==> src/rtl/grad5_pkg.sv <==
package grad5_pkg;

  localparam int NTAPS   = 5;
  localparam int CENTRE  = 2;
  localparam int DIVISOR = 12;
  localparam int SHIFT8  = 3;

  typedef enum logic [1:0] {
    ST_IDLE = 2'd0,
    ST_DIV  = 2'd1,
    ST_FIX  = 2'd2
  } seq_state_t;

endpackage

==> src/rtl/grad5_tapsum.sv <==
module grad5_tapsum
  import grad5_pkg::*;
#(
  parameter int PIX_W = 8,
  localparam int SUM_W = PIX_W + 5
) (
  input  logic [NTAPS*PIX_W-1:0] taps,
  output logic signed [SUM_W-1:0] sum
);

  logic signed [SUM_W-1:0] far_lo;
  logic signed [SUM_W-1:0] near_lo;
  logic signed [SUM_W-1:0] near_hi;
  logic signed [SUM_W-1:0] far_hi;
  logic signed [SUM_W-1:0] outer_diff;
  logic signed [SUM_W-1:0] inner_diff;
  logic                    unused_centre;

  assign far_lo  = signed'({{(SUM_W-PIX_W){1'b0}}, taps[0*PIX_W +: PIX_W]});
  assign near_lo = signed'({{(SUM_W-PIX_W){1'b0}}, taps[1*PIX_W +: PIX_W]});
  assign near_hi = signed'({{(SUM_W-PIX_W){1'b0}}, taps[3*PIX_W +: PIX_W]});
  assign far_hi  = signed'({{(SUM_W-PIX_W){1'b0}}, taps[4*PIX_W +: PIX_W]});

  // centre weight is zero: the tap is deliberately left out of the sum
  assign unused_centre = ^taps[CENTRE*PIX_W +: PIX_W];

  // weights +/-1 by add/subtract, weights +/-8 by a left shift
  always_comb begin
    outer_diff = far_lo - far_hi;
    inner_diff = near_hi - near_lo;
    sum        = outer_diff + (inner_diff <<< SHIFT8);
  end

endmodule

==> src/rtl/grad5_div12.sv <==
module grad5_div12
  import grad5_pkg::*;
#(
  parameter int PIX_W = 8,
  parameter int BITS_PER_STEP = 2,
  localparam int SUM_W = PIX_W + 5,
  localparam int MAG_W = SUM_W - 1,
  localparam int QB    = PIX_W,
  localparam int REM_W = MAG_W - QB,
  localparam int OUT_W = PIX_W + 1
) (
  input  logic                    clk,
  input  logic                    rst_n,
  input  logic                    load,
  input  logic                    step,
  input  logic                    finish,
  input  logic signed [SUM_W-1:0] sum,
  output logic signed [OUT_W-1:0] res
);

  logic                    neg_q, neg_d;
  logic [REM_W-1:0]        rem_q, rem_d;
  logic [QB-1:0]           shr_q, shr_d;
  logic signed [OUT_W-1:0] res_q, res_d;

  logic signed [SUM_W-1:0] abs_full;
  logic [MAG_W-1:0]        mag;
  logic [REM_W-1:0]        rem_step;
  logic [QB-1:0]           shr_step;
  logic signed [OUT_W-1:0] q_pos;

  // magnitude of the captured sum
  always_comb begin
    abs_full = sum[SUM_W-1] ? -sum : sum;
    mag      = MAG_W'(abs_full);
  end

  // restoring division, BITS_PER_STEP quotient bits per cycle
  always_comb begin
    logic [REM_W-1:0] r;
    logic [QB-1:0]    s;
    logic [REM_W:0]   t;
    r = rem_q;
    s = shr_q;
    for (int i = 0; i < BITS_PER_STEP; i++) begin
      t = {r, s[QB-1]};
      if (t >= (REM_W+1)'(DIVISOR)) begin
        r = REM_W'(t - (REM_W+1)'(DIVISOR));
        s = {s[QB-2:0], 1'b1};
      end else begin
        r = REM_W'(t);
        s = {s[QB-2:0], 1'b0};
      end
    end
    rem_step = r;
    shr_step = s;
  end

  assign q_pos = signed'({1'b0, shr_q});

  // next-state
  always_comb begin
    neg_d = neg_q;
    rem_d = rem_q;
    shr_d = shr_q;
    res_d = res_q;
    if (load) begin
      neg_d = sum[SUM_W-1];
      rem_d = mag[MAG_W-1:QB];
      shr_d = mag[QB-1:0];
    end else if (step) begin
      rem_d = rem_step;
      shr_d = shr_step;
    end
    if (finish) begin
      res_d = neg_q ? -q_pos : q_pos;
    end
  end

  // registers with explicit enables
  always_ff @(posedge clk or negedge rst_n) begin
    if (!rst_n) begin
      neg_q <= 1'b0;
      rem_q <= '0;
      shr_q <= '0;
      res_q <= '0;
    end else begin
      if (load) begin
        neg_q <= neg_d;
      end
      if (load || step) begin
        rem_q <= rem_d;
        shr_q <= shr_d;
      end
      if (finish) begin
        res_q <= res_d;
      end
    end
  end

  assign res = res_q;

  AST_REM_BELOW_DIVISOR: assert property (@(posedge clk) disable iff (!rst_n)
    int'(rem_q) < DIVISOR);
  AST_RESULT_HELD: assert property (@(posedge clk) disable iff (!rst_n)
    !finish |=> $stable(res_q));
  AST_RESULT_SIGN: assert property (@(posedge clk) disable iff (!rst_n)
    (finish && shr_q != '0) |=> (res_q[OUT_W-1] == $past(neg_q)));

endmodule

==> src/rtl/grad5_seq.sv <==
module grad5_seq
  import grad5_pkg::*;
#(
  parameter int STEPS = 4,
  localparam int CW = $clog2(STEPS + 1)
) (
  input  logic clk,
  input  logic rst_n,
  input  logic start,
  output logic load,
  output logic step,
  output logic finish,
  output logic done
);

  localparam logic [CW-1:0] LAST = CW'(STEPS - 1);

  seq_state_t      state_q, state_d;
  logic [CW-1:0]   cnt_q, cnt_d;
  logic            done_q, done_d;

  always_comb begin
    state_d = state_q;
    cnt_d   = cnt_q;
    load    = 1'b0;
    step    = 1'b0;
    finish  = 1'b0;
    unique case (state_q)
      ST_IDLE: begin
        if (start) begin
          load    = 1'b1;
          state_d = ST_DIV;
          cnt_d   = '0;
        end
      end
      ST_DIV: begin
        step = 1'b1;
        if (cnt_q == LAST) begin
          state_d = ST_FIX;
        end else begin
          cnt_d = cnt_q + 1'b1;
        end
      end
      ST_FIX: begin
        finish  = 1'b1;
        state_d = ST_IDLE;
      end
      default: begin
        state_d = ST_IDLE;
      end
    endcase
    done_d = finish;
  end

  always_ff @(posedge clk or negedge rst_n) begin
    if (!rst_n) begin
      state_q <= ST_IDLE;
      cnt_q   <= '0;
      done_q  <= 1'b0;
    end else begin
      state_q <= state_d;
      cnt_q   <= cnt_d;
      done_q  <= done_d;
    end
  end

  assign done = done_q;

  AST_DONE_SINGLE: assert property (@(posedge clk) disable iff (!rst_n)
    done_q |=> !done_q);
  AST_FIX_GIVES_DONE: assert property (@(posedge clk) disable iff (!rst_n)
    (state_q == ST_FIX) |=> done_q);
  AST_DONE_FROM_FIX: assert property (@(posedge clk) disable iff (!rst_n)
    $rose(done_q) |-> ($past(state_q) == ST_FIX));
  AST_STEP_ADVANCE: assert property (@(posedge clk) disable iff (!rst_n)
    (state_q == ST_DIV && cnt_q != LAST) |=>
      (state_q == ST_DIV && cnt_q == $past(cnt_q) + 1'b1));

endmodule

==> src/rtl/grad5_deriv.sv <==
module grad5_deriv
  import grad5_pkg::*;
#(
  parameter int PIX_W = 8,
  localparam int SUM_W = PIX_W + 5,
  localparam int OUT_W = PIX_W + 1,
  localparam int BPS   = 2,
  localparam int STEPS = PIX_W / BPS
) (
  input  logic                      clk,
  input  logic                      rst_n,
  input  logic                      start,
  input  logic [NTAPS*PIX_W-1:0]    row_taps,
  input  logic [NTAPS*PIX_W-1:0]    col_taps,
  output logic signed [OUT_W-1:0]   dx,
  output logic signed [OUT_W-1:0]   dy,
  output logic                      done
);

  localparam int NAXES = 2;

  logic [1:0] rst_sync_q;
  logic       rst_int_n;

  // asynchronous assertion, synchronous release
  always_ff @(posedge clk or negedge rst_n) begin
    if (!rst_n) begin
      rst_sync_q <= 2'b00;
    end else begin
      rst_sync_q <= {rst_sync_q[0], 1'b1};
    end
  end
  assign rst_int_n = rst_sync_q[1];

  logic load, step, finish;

  grad5_seq #(.STEPS(STEPS)) i_seq (
    .clk    (clk),
    .rst_n  (rst_int_n),
    .start  (start),
    .load   (load),
    .step   (step),
    .finish (finish),
    .done   (done)
  );

  logic [NAXES-1:0][NTAPS*PIX_W-1:0] ax_taps;
  logic [NAXES-1:0][OUT_W-1:0]       ax_res;

  assign ax_taps[0] = row_taps;
  assign ax_taps[1] = col_taps;

  for (genvar a = 0; a < NAXES; a++) begin : g_axis
    logic signed [SUM_W-1:0] sum;
    logic signed [OUT_W-1:0] res;

    grad5_tapsum #(.PIX_W(PIX_W)) i_tapsum (
      .taps (ax_taps[a]),
      .sum  (sum)
    );

    grad5_div12 #(.PIX_W(PIX_W), .BITS_PER_STEP(BPS)) i_div (
      .clk    (clk),
      .rst_n  (rst_int_n),
      .load   (load),
      .step   (step),
      .finish (finish),
      .sum    (sum),
      .res    (res)
    );

    assign ax_res[a] = res;
  end

  assign dx = signed'(ax_res[0]);
  assign dy = signed'(ax_res[1]);

  AST_OUTPUTS_QUIET: assert property (@(posedge clk) disable iff (!rst_int_n)
    !done |=> (done || ($stable(dx) && $stable(dy))));

endmodule

==> config.mk <==
export PLATFORM = sky130hd
export DESIGN_NAME = grad5_deriv
export DESIGN_NICKNAME = d
export VERILOG_FILES = /design/src/rtl/grad5_pkg.sv /design/src/rtl/grad5_tapsum.sv /design/src/rtl/grad5_div12.sv /design/src/rtl/grad5_seq.sv /design/src/rtl/grad5_deriv.sv
export SDC_FILE = /design/constraint.sdc
export NUM_CORES = 1
export LEC_CHECK = 0
export ABC_AREA = 0
export ABC_CLOCK_PERIOD_IN_PS = 1900
export BUFFER_PORTS_ARGS = -buffer_cell sky130_fd_sc_hd__buf_4
export CAP_MARGIN = 25
export CORE_ASPECT_RATIO = 0.5
export CORE_UTILIZATION = 40
export CTS_BUF_LIST = sky130_fd_sc_hd__clkbuf_16
export CTS_CLUSTER_SIZE = 16
export DETAILED_ROUTE_END_ITERATION = 8
export GPL_TIMING_DRIVEN = 0
export SYNTH_ARGS = -nofsm -noshare
export SYNTH_HDL_FRONTEND = slang
export SYNTH_SLANG_ARGS = --single-unit
export TNS_END_PERCENT = 1
==> constraint.sdc <==
create_clock -name clk -period 1.9 [get_ports clk]
set_input_delay 0.19 -clock clk [delete_from_list [all_inputs] [get_ports clk]]
set_output_delay 0.19 -clock clk [all_outputs]
set_load 0.02 [all_outputs]
==> flow_summary.yaml <==
detailed_routing:
  vias: 4534
  drc_errors: 0
  firstDrtPassIters: 5
  wl_per_cell_um: 13.2
  drtIter0Drc: 356
  totalWireLength_um: 11800
  postRouteAntennaNets: 0
  vias_per_cell: 5.08
floorplanning:
  rows: 28
  io_pins: 102
  die-area_um2: 13300
  core_um2: 12200
  initial_core_util: 0.423
  die_y_um: 82.2
  die_w_um: 162
worst_setup_path:
  worstPathArrival_ns: 3.59
  path_common_cell: "a21oi_2"
  max_stage_delay_ns: 0.43
  critPathKind: "in2reg"
  reg2reg_depth: 6
  cp.required_ns: 2.06
  cp-end-kind: "flip-flop"
  r2r_end: "g_axis[1].i_div.shr_q[2]$_DFFE_PN0P_"
  r2r_start: "i_seq.state_q[0]$_DFFE_PN0P_"
  crit_path_cell_trace: "buf_6 > inv_4 > ha_4 > inv_4 > fa_2 > a21o_1 > a21oi_2 > o21bai_1 > a21oi_2 > o21bai_1 > a21oi_2 > buf_4 > ha_4 > nor3b_4 > a31oi_2 > nand4b_4 > o41a_1 > a211o_1 > xnor2_2 > a21oi_1"
  slowest_stage: "o41a_1"
  crit_path_start_kind: "input pin"
  cp_max_fo: 5
  worst-r2r-setup-slack_ns: -0.22
synth:
  synthesis.instances: 625
  synthDistinctLibCells: 64
  synth_warnings: 0
  ys_ff_latch: 52
  synth.area.top_cells: "dfrtp_1 25%, ha_1 15%, xnor2_1 6.1%"
  synthFlopType: "dfrtp_1"
  synth_fp_nets: 774
  synth_top_area_share: 0.253
  synth_top_area_cell: "dfrtp_1"
  avgSynthCellArea_um2: 8.22
  ys_seq_area_frac: 0.253
  synthesis.area_um2: 5140
  async_flop_share: 1.00
  synth_edf_count: 0
timing:
  finalHoldViolCount: 0
  finalCriticalPeriod_ns: 3.43
  fmax_ghz: 0.291
  worst_pin_slew_ns: 0.573
  fin_crit_sh: 1.81
  clock_skew_ns: 0.00224
  report.final.slew_viol_count: 0
  setup_viol: 24
  fin_ws_ns: -1.53
  holdWs_ns: 0.216
  slew_headroom: 0.618
  grt_setup_unrepaired: "true"
cts:
  cts_buffer_depth: 2
  clockRootBuffer: "clkbuf_16"
  cts_tree: "done"
  numCtsBuffers: 5
  htree_num_levels: 2
  clkTransAtPathRegs_ns: 0.07
  cts.sinks: 52
  clk_latency_ns: 0.28
global_route:
  antenna_found_initial: 0
  grt_usage: 0.182
  grt_pass1_vias: 4064
  grt_max_degree: 27
  grt_pass1_wl_um: 19600
  grt_remaining_overflow: 0
run:
  drv_cap: 0
placed_design:
  dpl-instance-area_um2: 6050
  placedCellCount: 876
  place_hpwl_um: 9340
  gp_congestion: 0.818
  port_buffers: 85
power:
  p_per_area_nw_per_um2: 1340
  vdd_drop_max_mv: 0.611
  leakage_nw: 3.03
  power_mw: 8.74
final_layout:
  fin_nets: 876
  stdcell_count: 893
  antenna_cells: 0
  final_core_util: 0.537
  syn_to_final_growth_pct: 26.9
  drive_gt1_frac: 0.231
  final_area_um2: 6530
hold_path:
  hold_path.class: "in2async"
status:
  status: "complete, but fails checks"
  violations: "negative setup slack"
-- Yosys cell counts, drive strengths merged (3+ instances only) --
| master | instances |
|---|---|
| nor2 | 39 |
| or3 | 16 |
| a221oi | 3 |
| a31oi | 4 |
| nor2b | 8 |
| o31ai | 4 |
| nor3 | 11 |
| o21bai | 7 |
| a211o | 3 |
| clkbuf | 18 |
| a22oi | 6 |
| inv | 70 |
| nand3 | 5 |
| a21o | 14 |
| mux2i | 5 |
| dfrtp | 52 |
| o21ai | 63 |
| xor2 | 24 |
| or2 | 4 |
| nor3b | 3 |
| xnor2 | 36 |
| fa | 6 |
| nand2b | 5 |
| o22ai | 6 |
| a211oi | 6 |
| nand2 | 41 |
| ha | 60 |
| a21oi | 62 |
| mux2 | 4 |
| o21a | 6 |
-- layout by cell type, fill, tap and decap left out, types with 6 or more instances in the layout --
master and instances:
xor2_1 24, ha_1 53, or3_1 15, xnor2_1 35, buf_4 93, o21ai_1 16, o21bai_1 7, o21ai_0 45
o22ai_1 6, a21oi_2 10, a21oi_1 51, a21o_1 13, nand2_1 41, nor2b_1 8, clkbuf_1 15, nor3_1 6
nor2_1 33, dfrtp_1 51, inv_1 67
-- how the worst max path moves through the flow --
stage | from | slack (ns) | end
after CTS | col_taps[0] | -1.50 | g_axis[1].i_div.rem_q[3]$_DFFE_PN0P_
after detailed placement | col_taps[0] | -1.95 | g_axis[1].i_div.rem_q[3]$_DFFE_PN0P_
after global placement | col_taps[0] | -1.92 | g_axis[1].i_div.rem_q[3]$_DFFE_PN0P_
final | col_taps[0] | -1.53 | g_axis[1].i_div.rem_q[3]$_DFFE_PN0P_
after global routing | col_taps[0] | -1.74 | g_axis[1].i_div.rem_q[3]$_DFFE_PN0P_
after floorplan | col_taps[0] | -1.45 | g_axis[1].i_div.rem_q[3]$_DFFE_PN0P_
-- sequential cells by signal, indices dropped and copies added (netlist names) --
name	flops
g_axis.i_div.shr_q	16
rst_sync_q	2
g_axis.i_div.res	18
i_seq.state_q	2
i_seq.cnt_q	3
g_axis.i_div.rem_q	8
i_seq.done	1
g_axis.i_div.neg_q	2
-- per-stage QoR --
step           setup TNS (ns)  setup WS (ns)
2_1_floorplan          -29.51          -1.45
3_3_place_gp           -56.43          -1.92
3_5_place_dp           -41.58          -1.95
4_1_cts                -29.51          -1.50
5_1_grt                -34.78          -1.74
6_report               -29.22          -1.53
-- repair_timing --
item,in CTS,in global routing
resized for setup,39,25
setup endpoints to repair,24,41
hold buffers,1,0
setup buffers,5,4
pin swaps,19,20
hold endpoints to repair,2,0
-- routing by layer --
| layer | routed length (um) | vias up | part of all wire | GRT usage |
|---|---|---|---|---|
| met1 | 6490 | 2032 | 0.55 | 0.279 |
| met3 | 512 | 7 | 0.044 | 0.0250 |
| li1 | - | 2396 | - | - |
| met5 | 0 | - | 0 | 0 |
| met2 | 4700 | 99 | 0.40 | 0.271 |
| met4 | 63 | 0 | 0.0054 | 0.0283 |
-- critical path: cells and delay by family --
kind | cells | cell delay [ns]
AOI/OAI and AO/OA | 10 | 1.91
adders and majority gates | 3 | 0.70
buffers and inverters | 4 | 0.32
and+or+nand+nor | 2 | 0.29
xor gates and xnor gates | 1 | 0.18
-- where the power goes --
part	internal (mW)	switching (mW)
Sequential	1.63	0.477
Clock	0.615	0.388
Combinational	2.52	3.11
-- final cells by class --
| type | instances | area [um^2] |
|---|---|---|
| fill | 1157 | 5630 |
| multi-input combinational | 483 | 3760 |
| sequential | 52 | 1300 |
| timing repair buffer | 96 | 739 |
| inverter | 70 | 268 |
| tap | 165 | 206 |
| clock buffer | 5 | 125 |
| buffer | 19 | 88.8 |
| clock inverter | 3 | 38.8 |
-- logic make-up (layout without fill, tap and decap cells) --
logic type	after synthesis	in the layout	share of synthesized area
buffers and inverters	90	193	0.0677
AOI/OAI and AO/OA	201	201	0.245
muxes	9	9	0.0185
other	1	1	0.000730
DFF	52	52	0.253
xor gates and xnor gates	60	60	0.102
and+or+nand+nor	144	144	0.140
adders and majority gates	68	68	0.173
(Power assumes the default switching activity.)
